--- config.mk ---
export PLATFORM = sky130hd
export DESIGN_NAME = dma_dst_addr_gen
export DESIGN_NICKNAME = d
export VERILOG_FILES = /design/src/rtl/dda_pkg.sv /design/src/rtl/dda_cfg_reg.sv /design/src/rtl/dda_boundary.sv /design/src/rtl/dda_addr_reg.sv /design/src/rtl/dma_dst_addr_gen.sv
export SDC_FILE = /design/constraint.sdc
export NUM_CORES = 1
export LEC_CHECK = 0
export ABC_AREA = 1
export BUFFER_PORTS_ARGS = -buffer_cell sky130_fd_sc_hd__buf_2
export CAP_MARGIN = 20
export CORE_MARGIN = 2
export CORE_UTILIZATION = 40
export CTS_CLUSTER_DIAMETER = 100
export DETAILED_ROUTE_END_ITERATION = 6
export MAX_ROUTING_LAYER = met4
export PLACE_DENSITY = 0.68
export SLEW_MARGIN = 0
export SYNTH_ARGS = -nofsm -noshare
export SYNTH_HDL_FRONTEND = slang
export SYNTH_SLANG_ARGS = --single-unit
--- constraint.sdc ---
create_clock -name clk -period 2.2 [get_ports clk]
set_clock_uncertainty 0.2 [all_clocks]
set_input_delay 0.11 -clock clk [delete_from_list [all_inputs] [get_ports clk]]
set_output_delay 0.11 -clock clk [all_outputs]
set_load 0.005 [all_outputs]
--- src/rtl/dda_pkg.sv ---
package dda_pkg;
  typedef enum logic [1:0] {DIR_FIXED = 2'b00, DIR_INC = 2'b01, DIR_DEC = 2'b10, DIR_RSVD = 2'b11} dir_e;
  typedef enum logic [1:0] {RLD_NONE = 2'b00, RLD_BLOCK = 2'b01, RLD_BURST = 2'b10, RLD_TXN = 2'b11} rld_e;

  localparam int CFG_W = 8;

  // true when the selected reload level sees its strobe
  function automatic logic rld_match(rld_e mode, logic burst, logic block, logic txn);
    case (mode)
      RLD_BLOCK: return block;
      RLD_BURST: return burst;
      RLD_TXN:   return txn;
      default:   return 1'b0;
    endcase
  endfunction
endpackage

--- src/rtl/dda_cfg_reg.sv ---
module dda_cfg_reg
  import dda_pkg::*;
(
  input  logic             clk,
  input  logic             rst_n,
  input  logic             busy,
  input  logic             cfg_we,
  input  logic [CFG_W-1:0] cfg_wdata,
  input  logic             trig_we,
  input  logic [CFG_W-1:0] trig_wdata,
  output dir_e             dir,
  output rld_e             rld,
  output logic [CFG_W-1:0] cfg_rd,
  output logic [CFG_W-1:0] trig_sel,
  output logic             trig_enabled
);
  logic [3:0] cfg_q;
  logic       cfg_take;

  assign cfg_take = cfg_we && !busy;

  always_ff @(posedge clk) begin
    if (!rst_n) begin
      cfg_q    <= '0;
      trig_sel <= '0;
    end else begin
      if (cfg_take) cfg_q <= cfg_wdata[3:0];
      if (trig_we)  trig_sel <= trig_wdata;
    end
  end

  assign dir          = dir_e'(cfg_q[1:0]);
  assign rld          = rld_e'(cfg_q[3:2]);
  assign cfg_rd       = {{(CFG_W-4){1'b0}}, cfg_q};
  assign trig_enabled = |trig_sel;


  cfg_lock_chk: assert property (@(posedge clk) disable iff (!rst_n)
    busy |=> $stable(cfg_rd));

  trig_write_chk: assert property (@(posedge clk) disable iff (!rst_n)
    trig_we |=> (trig_sel == $past(trig_wdata)));
endmodule

--- src/rtl/dda_boundary.sv ---
module dda_boundary
  import dda_pkg::*;
(
  input  logic clk,
  input  logic rst_n,
  input  logic busy,
  input  rld_e rld,
  input  logic burst_end,
  input  logic block_end,
  input  logic txn_end,
  output logic start_evt,
  output logic reload_evt
);
  logic busy_q;

  always_ff @(posedge clk) begin
    if (!rst_n) busy_q <= 1'b0;
    else        busy_q <= busy;
  end

  assign start_evt  = busy && !busy_q;
  assign reload_evt = busy && busy_q && rld_match(rld, burst_end, block_end, txn_end);


  start_excl_chk: assert property (@(posedge clk) disable iff (!rst_n)
    start_evt |-> !reload_evt);

  no_reload_chk: assert property (@(posedge clk) disable iff (!rst_n)
    (rld == RLD_NONE) |-> !reload_evt);
endmodule

--- src/rtl/dda_addr_reg.sv ---
module dda_addr_reg
  import dda_pkg::*;
#(
  parameter int AW = 24
) (
  input  logic          clk,
  input  logic          rst_n,
  input  logic          busy,
  input  dir_e          dir,
  input  logic          beat_end,
  input  logic          start_evt,
  input  logic          reload_evt,
  input  logic [AW-1:0] start_addr,
  output logic [AW-1:0] addr,
  output logic          reload_flag
);
  localparam logic [AW-1:0] ONE = {{(AW-1){1'b0}}, 1'b1};

  function automatic logic [AW-1:0] step_addr(logic [AW-1:0] a, dir_e d);
    case (d)
      DIR_INC: return a + ONE;
      DIR_DEC: return a - ONE;
      default: return a;
    endcase
  endfunction

  logic snap;
  logic move;

  assign snap = start_evt || reload_evt;
  assign move = busy && beat_end && !snap;

  always_ff @(posedge clk) begin
    if (!rst_n) begin
      addr        <= '0;
      reload_flag <= 1'b0;
    end else begin
      if (snap)      addr <= start_addr;
      else if (move) addr <= step_addr(addr, dir);
      reload_flag <= reload_evt;
    end
  end


  reload_wins_chk: assert property (@(posedge clk) disable iff (!rst_n)
    (reload_evt && beat_end) |=> (addr == $past(start_addr)));

  start_load_chk: assert property (@(posedge clk) disable iff (!rst_n)
    start_evt |=> (addr == $past(start_addr)));

  idle_hold_chk: assert property (@(posedge clk) disable iff (!rst_n)
    !busy |=> $stable(addr));

  rsvd_fixed_chk: assert property (@(posedge clk) disable iff (!rst_n)
    (busy && !snap && dir == DIR_RSVD) |=> $stable(addr));

  inc_step_chk: assert property (@(posedge clk) disable iff (!rst_n)
    (move && dir == DIR_INC) |=> (addr == $past(addr) + ONE));

  flag_addr_chk: assert property (@(posedge clk) disable iff (!rst_n)
    reload_flag |-> (addr == $past(start_addr)));
endmodule

--- src/rtl/dma_dst_addr_gen.sv ---
module dma_dst_addr_gen
  import dda_pkg::*;
#(
  parameter int AW = 24
) (
  input  logic          clk,
  input  logic          rst_n,
  input  logic          cfg_we,
  input  logic [7:0]    cfg_wdata,
  input  logic          trig_we,
  input  logic [7:0]    trig_wdata,
  input  logic          busy,
  input  logic [AW-1:0] start_addr,
  input  logic          beat_end,
  input  logic          burst_end,
  input  logic          block_end,
  input  logic          txn_end,
  output logic [AW-1:0] addr,
  output logic          reload_flag,
  output logic [7:0]    cfg_rd,
  output logic [7:0]    trig_sel,
  output logic          trig_enabled
);
  dir_e dir;
  rld_e rld;
  logic start_evt;
  logic reload_evt;

  dda_cfg_reg u_cfg (
    .clk(clk), .rst_n(rst_n), .busy(busy),
    .cfg_we(cfg_we), .cfg_wdata(cfg_wdata),
    .trig_we(trig_we), .trig_wdata(trig_wdata),
    .dir(dir), .rld(rld), .cfg_rd(cfg_rd),
    .trig_sel(trig_sel), .trig_enabled(trig_enabled)
  );

  dda_boundary u_bnd (
    .clk(clk), .rst_n(rst_n), .busy(busy), .rld(rld),
    .burst_end(burst_end), .block_end(block_end), .txn_end(txn_end),
    .start_evt(start_evt), .reload_evt(reload_evt)
  );

  dda_addr_reg #(.AW(AW)) u_addr (
    .clk(clk), .rst_n(rst_n), .busy(busy), .dir(dir),
    .beat_end(beat_end), .start_evt(start_evt), .reload_evt(reload_evt),
    .start_addr(start_addr), .addr(addr), .reload_flag(reload_flag)
  );
endmodule

==> results of run 1 <==
-- placed cells by master (no fill, tap or decap), drive strengths merged, types with 2 or more instances in the layout --
cell         netlist  layout
nor4               2       2
o21ai             50      50
bufinv             0       2
clkbuf             7       8
o21bai             3       3
buf               20     148
a31oi              8       8
ha                 3       3
a21oi             42      42
nand4              6       6
inv               96      96
conb               1       4
xnor2              3       3
nor2              91      91
dlygate4sd3        0      45
xor2               4       4
nand2            257     257
nand3b             2       2
nand3             42      42
clkinv             1       2
dfxtp             38      38
-- logic make-up after synthesis --
group	synth area share
simple gates	0.467
flops	0.205
compound gates	0.149
other cells	0.00101
fa+ha+maj	0.0101
xor+xnor	0.0165
buf+inv	0.150
-- where the power goes --
group          internal [W]  switching, W
logic              0.000497      0.000618
registers          0.000749     0.0000789
clock network      0.000456      0.000326
total               0.00170       0.00102
-- worst register-to-register path: cells and delay by family, from the launching register on --
family / cells / cell delay (ps)
AOI/OAI and AO/OA: 1 / 110
and+or+nand+nor: 10 / 870
adders and majority gates: 1 / 210
buffers and inverters: 4 / 470
DFF: 1 / 340
-- worst max path at each step --
stage	startpoint	to	slack (ps)	cells after the start
2_1_floorplan	u_cfg.cfg_q[0]	u_addr.addr[16]	-50	20
3_3_place_gp	u_cfg.cfg_q[0]	u_addr.addr[15]	-60	14
3_5_place_dp	u_cfg.cfg_q[0]	u_addr.addr[15]	-100	12
4_1_cts	u_cfg.cfg_q[0]	u_addr.addr[21]	-30	18
5_1_grt	u_cfg.cfg_q[0]	u_addr.addr[21]	-230	16
6_report	u_cfg.cfg_q[0]	u_addr.addr[19]	-60	16
-- what timing repair did --
| action | 4_1_cts | 5_1_grt |
|---|---|---|
| setup buffers | 6 | 8 |
| pin swaps | 16 | 45 |
| cloned | 0 | 3 |
| hold buffers | 45 | 0 |
| resized for setup | 46 | 129 |
| setup endpoints to repair | 15 | 20 |
| hold endpoints to repair | 37 | 0 |
-- sequential cells by signal, summed over array words and instances, names as in the netlist --
| register | flops |
|---|---|
| u_addr.addr | 24 |
| u_cfg.trig_sel | 8 |
| u_cfg.cfg_q | 4 |
| u_addr.reload_flag | 1 |
| u_bnd.busy_q | 1 |
-- through the flow --
step | utilization | cell area, sq um | TNS, ps | instances | worst slack, ps
6_report | 0.652 | 5940 | -344 | 970 | -62.3
5_1_grt | 0.652 | 5940 | -2780 | 970 | -227
4_1_cts | 0.587 | 5350 | -139 | 959 | -30.9
3_5_place_dp | 0.502 | 4580 | -672 | 900 | -102
3_3_place_gp | 0.502 | 4580 | -154 | 900 | -63.7
2_1_floorplan | - | 3760 | -65.6 | 682 | -53.9
-- area by class of cell --
| type | instances | area share |
|---|---|---|
| clock buffers | 5 | 0.0116 |
| clock inverters | 3 | 0.0116 |
| inverters | 97 | 0.0626 |
| multi-input cells | 520 | 0.506 |
| flip-flops and latches | 38 | 0.129 |
| well taps | 111 | 0.0234 |
| repair buffers | 196 | 0.256 |
-- metal layers --
| metal | GRT usage | vias up |
|---|---|---|
| met2 | 0.446 | 154 |
| met5 | - | - |
| met1 | 0.328 | 2260 |
| met3 | 0.0244 | 21 |
| met4 | 0.0464 | 0 |
| li1 | - | 2464 |
==> qor.yml, run 1 <==
routing:
  dr_wl_met3_microns: 627
  highest_layer: "met4"
  wl_met1_microns: 6100
  drc: 0
  wirelength_microns: 13400
  first_pass_iters: 5
  met2_length_microns: 6500
  vias_per_cell: 5.05
  vias: 4899
  drt_iter0_drc: 253
  ant_nets: 0
  wl_per_cell_microns: 13.9
worst_setup_path:
  cp_common_cell: "nand2_1"
  cp_data_arrival_time_ps: 2300
  critPathMaxStageDelay_ps: 340
  cp.buffers_inverters: 4
  r2r_cells: 16
  critical_path.top_delay_family: "simple AND/OR/NAND/NOR gates"
  cpMaxStageDelayCell: "dfxtp_2"
  cp_cell_sequence: "inv_4, ha_4, inv_6, clkbuf_16, nand2_1, nand2_1, buf_4, nor2_1, nand2_1, nor2_2, nand3_2, nand3_1, nand2_1, nand3_1, nand2_1, a21oi_1"
  reg2reg_to: "u_addr.addr[19]"
  path_max_fanout: 13
  worst-r2r-setup-slack_ps: -60
  crit_type: "flop to flop"
  worstReg2RegStart: "u_cfg.cfg_q[0]"
  cp.required_ps: 2240
  start_kind: "flop"
  end_kind: "flop"
synth:
  synth_top_area_frac: 0.241
  synth_area_leaders: "nand2_1, dfxtp_1, inv_1, nor2_1, o21ai_0"
  synthArstFlopShare: 0
  yosysWarnings: 0
  syn_inst: 679
  yosysSeqAreaShare: 0.205
  synth_top_area_cell: "nand2_1"
  ys_seq_elements: 38
  ys_types: 37
  synth.most_common_cell: "nand2_1"
  synth_flop_cell: "dfxtp_1"
  syn_avg_cell_area_sq_um: 5.46
  synthTopCellsByCount: "nand2_1, inv_1, nor2_1, o21ai_0, nand3_1"
  syn_area_sq_um: 3700
  synth_edf_count: 0
die:
  core_sq_um: 9110
  start_util: 0.407
  io_pins: 91
  std_cell_rows: 35
  die_y_microns: 100
  design.die.area_sq_um: 10000
  die_w_microns: 100
global_routing:
  grt_antenna_before_repair: 0
  track_usage: 0.257
  grt_max_degree: 28
  gr-total-overflow: 0
  grt_pass1_vias: 4437
  grt_pass1_wl_microns: 20400
final_layout:
  n_antenna_cell: 0
  syn_to_final_growth_pct: 60.3
  fillers: 791
  multiInputGateArea_sq_um: 3010
  seqCellArea_sq_um: 763
  fin_nets: 910
  drive_gt1_frac: 0.392
placement:
  place.gp.congestion: 0.989
  dp_hpwl_microns: 8940
  io_buffers: 82
sta:
  slew_violations: 0
  layout_min_cycle_time_ps: 2260
  setup-violations-final: 11
  holdWs_ps: -11.9
  clock.fmax_ghz: 0.442
  hold_viol_final: 7
  rsz0062_at_grt: "true"
  fin_ws_ps: -62.3
  timing.final.crit_share: 1.03
run_status:
  status: "complete, but fails checks"
  violations: "hold timing, setup timing"
cts:
  cts_sinks: 38
  clk_latency_ps: 310
  cts-buffers-inserted: 5
  path_clk_slew_ps: 100
  cts_max_level: 2
  cts_tree: "done"
  cts_buffer_depth: 2
  cts_root_buf: "clkbuf_8"
power:
  leakagePower_nw: 2.98
  power.total_w: 0.00272
  vdd.ir_drop.worst_uv: 245
  pwr_density_cell_nw_per_um2: 459
min_path:
  min_from: "rst_n"
  whs_path_depth: 3
  hold_class: "input pin to flop"
  min_to: "u_addr.addr[10]"
flow_run:
  max_cap_viol_count: 0
Note: power is estimated with default switching activity, not from simulation.
==> run 2, diff against run 1 <==
--- a/config.mk
+++ b/config.mk
@@ -18,3 +18,4 @@
 export SYNTH_ARGS = -nofsm -noshare
 export SYNTH_HDL_FRONTEND = slang
 export SYNTH_SLANG_ARGS = --single-unit
+export TNS_END_PERCENT = 1
==> qor.yml, run 2 (same netlist as run 1, synthesis figures left out) <==
placement:
  placed_cells: 898  # -0.22%
  placed_cell_area_sq_um: 4540  # -0.71%
  place.gp.congestion: 0.963  # -2.7%
  dp_hpwl_microns: 8960  # +0.17%
  io_buffers: 82  # unchanged
worst_setup_path:
  cp.buffers_inverters: 5  # +1
  end_kind: "flop"
  start_kind: "flop"
  cp.required_ps: 2190  # -50 ps
  cpMaxStageDelayCell: "dfxtp_2"
  crit_type: "flop to flop"
  worstReg2RegStart: "u_cfg.cfg_q[0]"
  cp_num_cells: 15  # -1
  r2r_cells: 15  # -1
  critical_path.top_delay_family: "simple AND/OR/NAND/NOR gates"
  worst-r2r-setup-slack_ps: -90  # -30 ps
  startpoint: "u_cfg.cfg_q[0]"
  endpoint: "u_addr.addr[13]"
  reg2reg_to: "u_addr.addr[13]"
  cp_cell_sequence: "inv_2, ha_4, inv_4, nand2_2, nand2_2, inv_2, buf_4, buf_4, nand2_1, nor2_2, a21oi_2, o21bai_4, or2_2, nand3_1, a21oi_1"
  path_max_fanout: 5  # -8
  critPathMaxStageDelay_ps: 350  # about the same
  cp_data_arrival_time_ps: 2280  # -20 ps
sta:
  fin_ws_ps: -89.4  # -27.0 ps
  clock.fmax_ghz: 0.437  # -1.2%
  setup-violations-final: 14  # +3
  slew_violations: 0  # unchanged
  rsz0062_at_grt: "true"
  holdWs_ps: 10.6  # +22.5 ps
  layout_min_cycle_time_ps: 2290  # +27.0 ps
  hold_viol_final: 0  # -7
  timing.final.crit_share: 1.04  # +0.0123
routing:
  drt_iter0_drc: 172  # -32%
  vias: 4702  # -4.0%
  vias_per_cell: 4.91  # -2.7%
  wirelength_microns: 12700  # -5.9%
  drc: 0  # unchanged
  first_pass_iters: 4  # -1
  ant_nets: 0  # unchanged
  wl_per_cell_microns: 13.2  # -4.6%
cts:
  clk_latency_ps: 300  # about the same
  cts_root_buf: "clkbuf_8"
  cts_buffer_depth: 2  # unchanged
  cts-buffers-inserted: 5  # unchanged
  path_clk_slew_ps: 90  # about the same
  cts_tree: "done"
  cts_max_level: 2  # unchanged
  cts_sinks: 38  # unchanged
power:
  leakagePower_nw: 2.81  # -5.7%
  vdd.ir_drop.worst_uv: 286  # +17%
  pwr_density_cell_nw_per_um2: 431  # -6.0%
  power.total_w: 0.00237  # -13%
run_status:
  violations: "setup timing"
  status: "complete, but fails checks"
final_layout:
  largest-register: "u_addr.addr"
  layout.cells.non_filler: 957  # -1.3%
  utilization: 0.604  # -0.0477
  drive_gt1_frac: 0.327  # -0.0649
  postLayoutCellArea_sq_um: 5510  # -7.3%
  syn_to_final_growth_pct: 48.6
  largest_reg_flops: 24  # unchanged
  reg.largest.list: "u_addr.addr x24, u_cfg.trig_sel x8, u_cfg.cfg_q x4"
  layout_commonest_cell: "nand2_1"
  n_antenna_cell: 0  # unchanged
  fillers: 891  # +13%
  fin_nets: 897  # -1.4%
  final_cell_mix: "nand2_1, inv_1, buf_2"
global_routing:
  track_usage: 0.258  # +0.00127
  grt_pass1_wl_microns: 20500  # +0.37%
  gr-total-overflow: 0  # unchanged
  grt_pass1_vias: 4525  # +2.0%
  grt_max_degree: 29  # +3.6%
  grt_antenna_before_repair: 0  # unchanged
die:
  design.die.area_sq_um: 10000  # unchanged
  io_pins: 91  # unchanged
  core_sq_um: 9110  # unchanged
  start_util: 0.407  # unchanged
  die_w_microns: 100  # unchanged
  die_y_microns: 100  # unchanged
  std_cell_rows: 35  # unchanged
flow_run:
  max_cap_viol_count: 0  # unchanged
min_path:
  hold_class: "input pin to flop"
run 2: worst min path at each step:
stage	from	endpoint	slack, ps	cells after the start
3_3_place_gp	trig_wdata[6]	u_cfg.trig_sel[6]	130	3
3_5_place_dp	trig_wdata[6]	u_cfg.trig_sel[6]	140	3
4_1_cts	start_addr[20]	u_addr.addr[20]	1	5
2_1_floorplan	busy	u_bnd.busy_q	3	2
5_1_grt	start_addr[20]	u_addr.addr[20]	40	5
6_report	rst_n	u_addr.addr[5]	10	3
run 2: metal layers:
metal,GRT usage,up-vias,wire [microns],share of wire
met1,0.321,2120,5870,0.46
met5,-,-,0,0
met2,0.442,126,6050,0.48
li1,-,2433,-,-
met3,0.0223,23,491,0.039
met4,0.0822,0,243,0.019
run 2: metrics by stage:
stage / setup TNS, ps / setup slack, ps
2_1_floorplan: -70.8 / -54.1
3_3_place_gp: -267 / -61.6
3_5_place_dp: -703 / -97.8
4_1_cts: -304 / -47.0
5_1_grt: -3410 / -243
6_report: -619 / -89.4
run 2: power by group:
| part | leakage (nW) | internal (W) | switching, W |
|---|---|---|---|
| Combinational | 2.45 | 0.000459 | 0.000569 |
| Clock | 0.0441 | 0.000224 | 0.000296 |
| Sequential | 0.315 | 0.000749 | 0.0000771 |
| Total | 2.81 | 0.00143 | 0.000943 |
run 2: worst min-delay path, delay by kind of cell:
family                 cells  cell delay [ps]
buffers and inverters      1              200
AOI/OAI and AO/OA          2              150
run 2: repair_timing:
item / CTS / global route
hold endpoints to repair: 36 / 0
pin swaps: 17 / 29
gates resized for setup: 40 / 66
cloned: 1 / 0
hold buffers: 44 / 0
setup buffers: 4 / 2
setup endpoints to repair: 14 / 20
run 2: area by class of cell:
type | count | area (sq um) | share of cell area
clock buffer | 5 | 68.8 | 0.0125
sequential | 38 | 763 | 0.139
timing repair buffer | 183 | 1370 | 0.250
tap | 111 | 139 | 0.0252
multi-input combinational | 520 | 2770 | 0.503
inverter | 97 | 370 | 0.0673
clock inverter | 3 | 21.3 | 0.00386
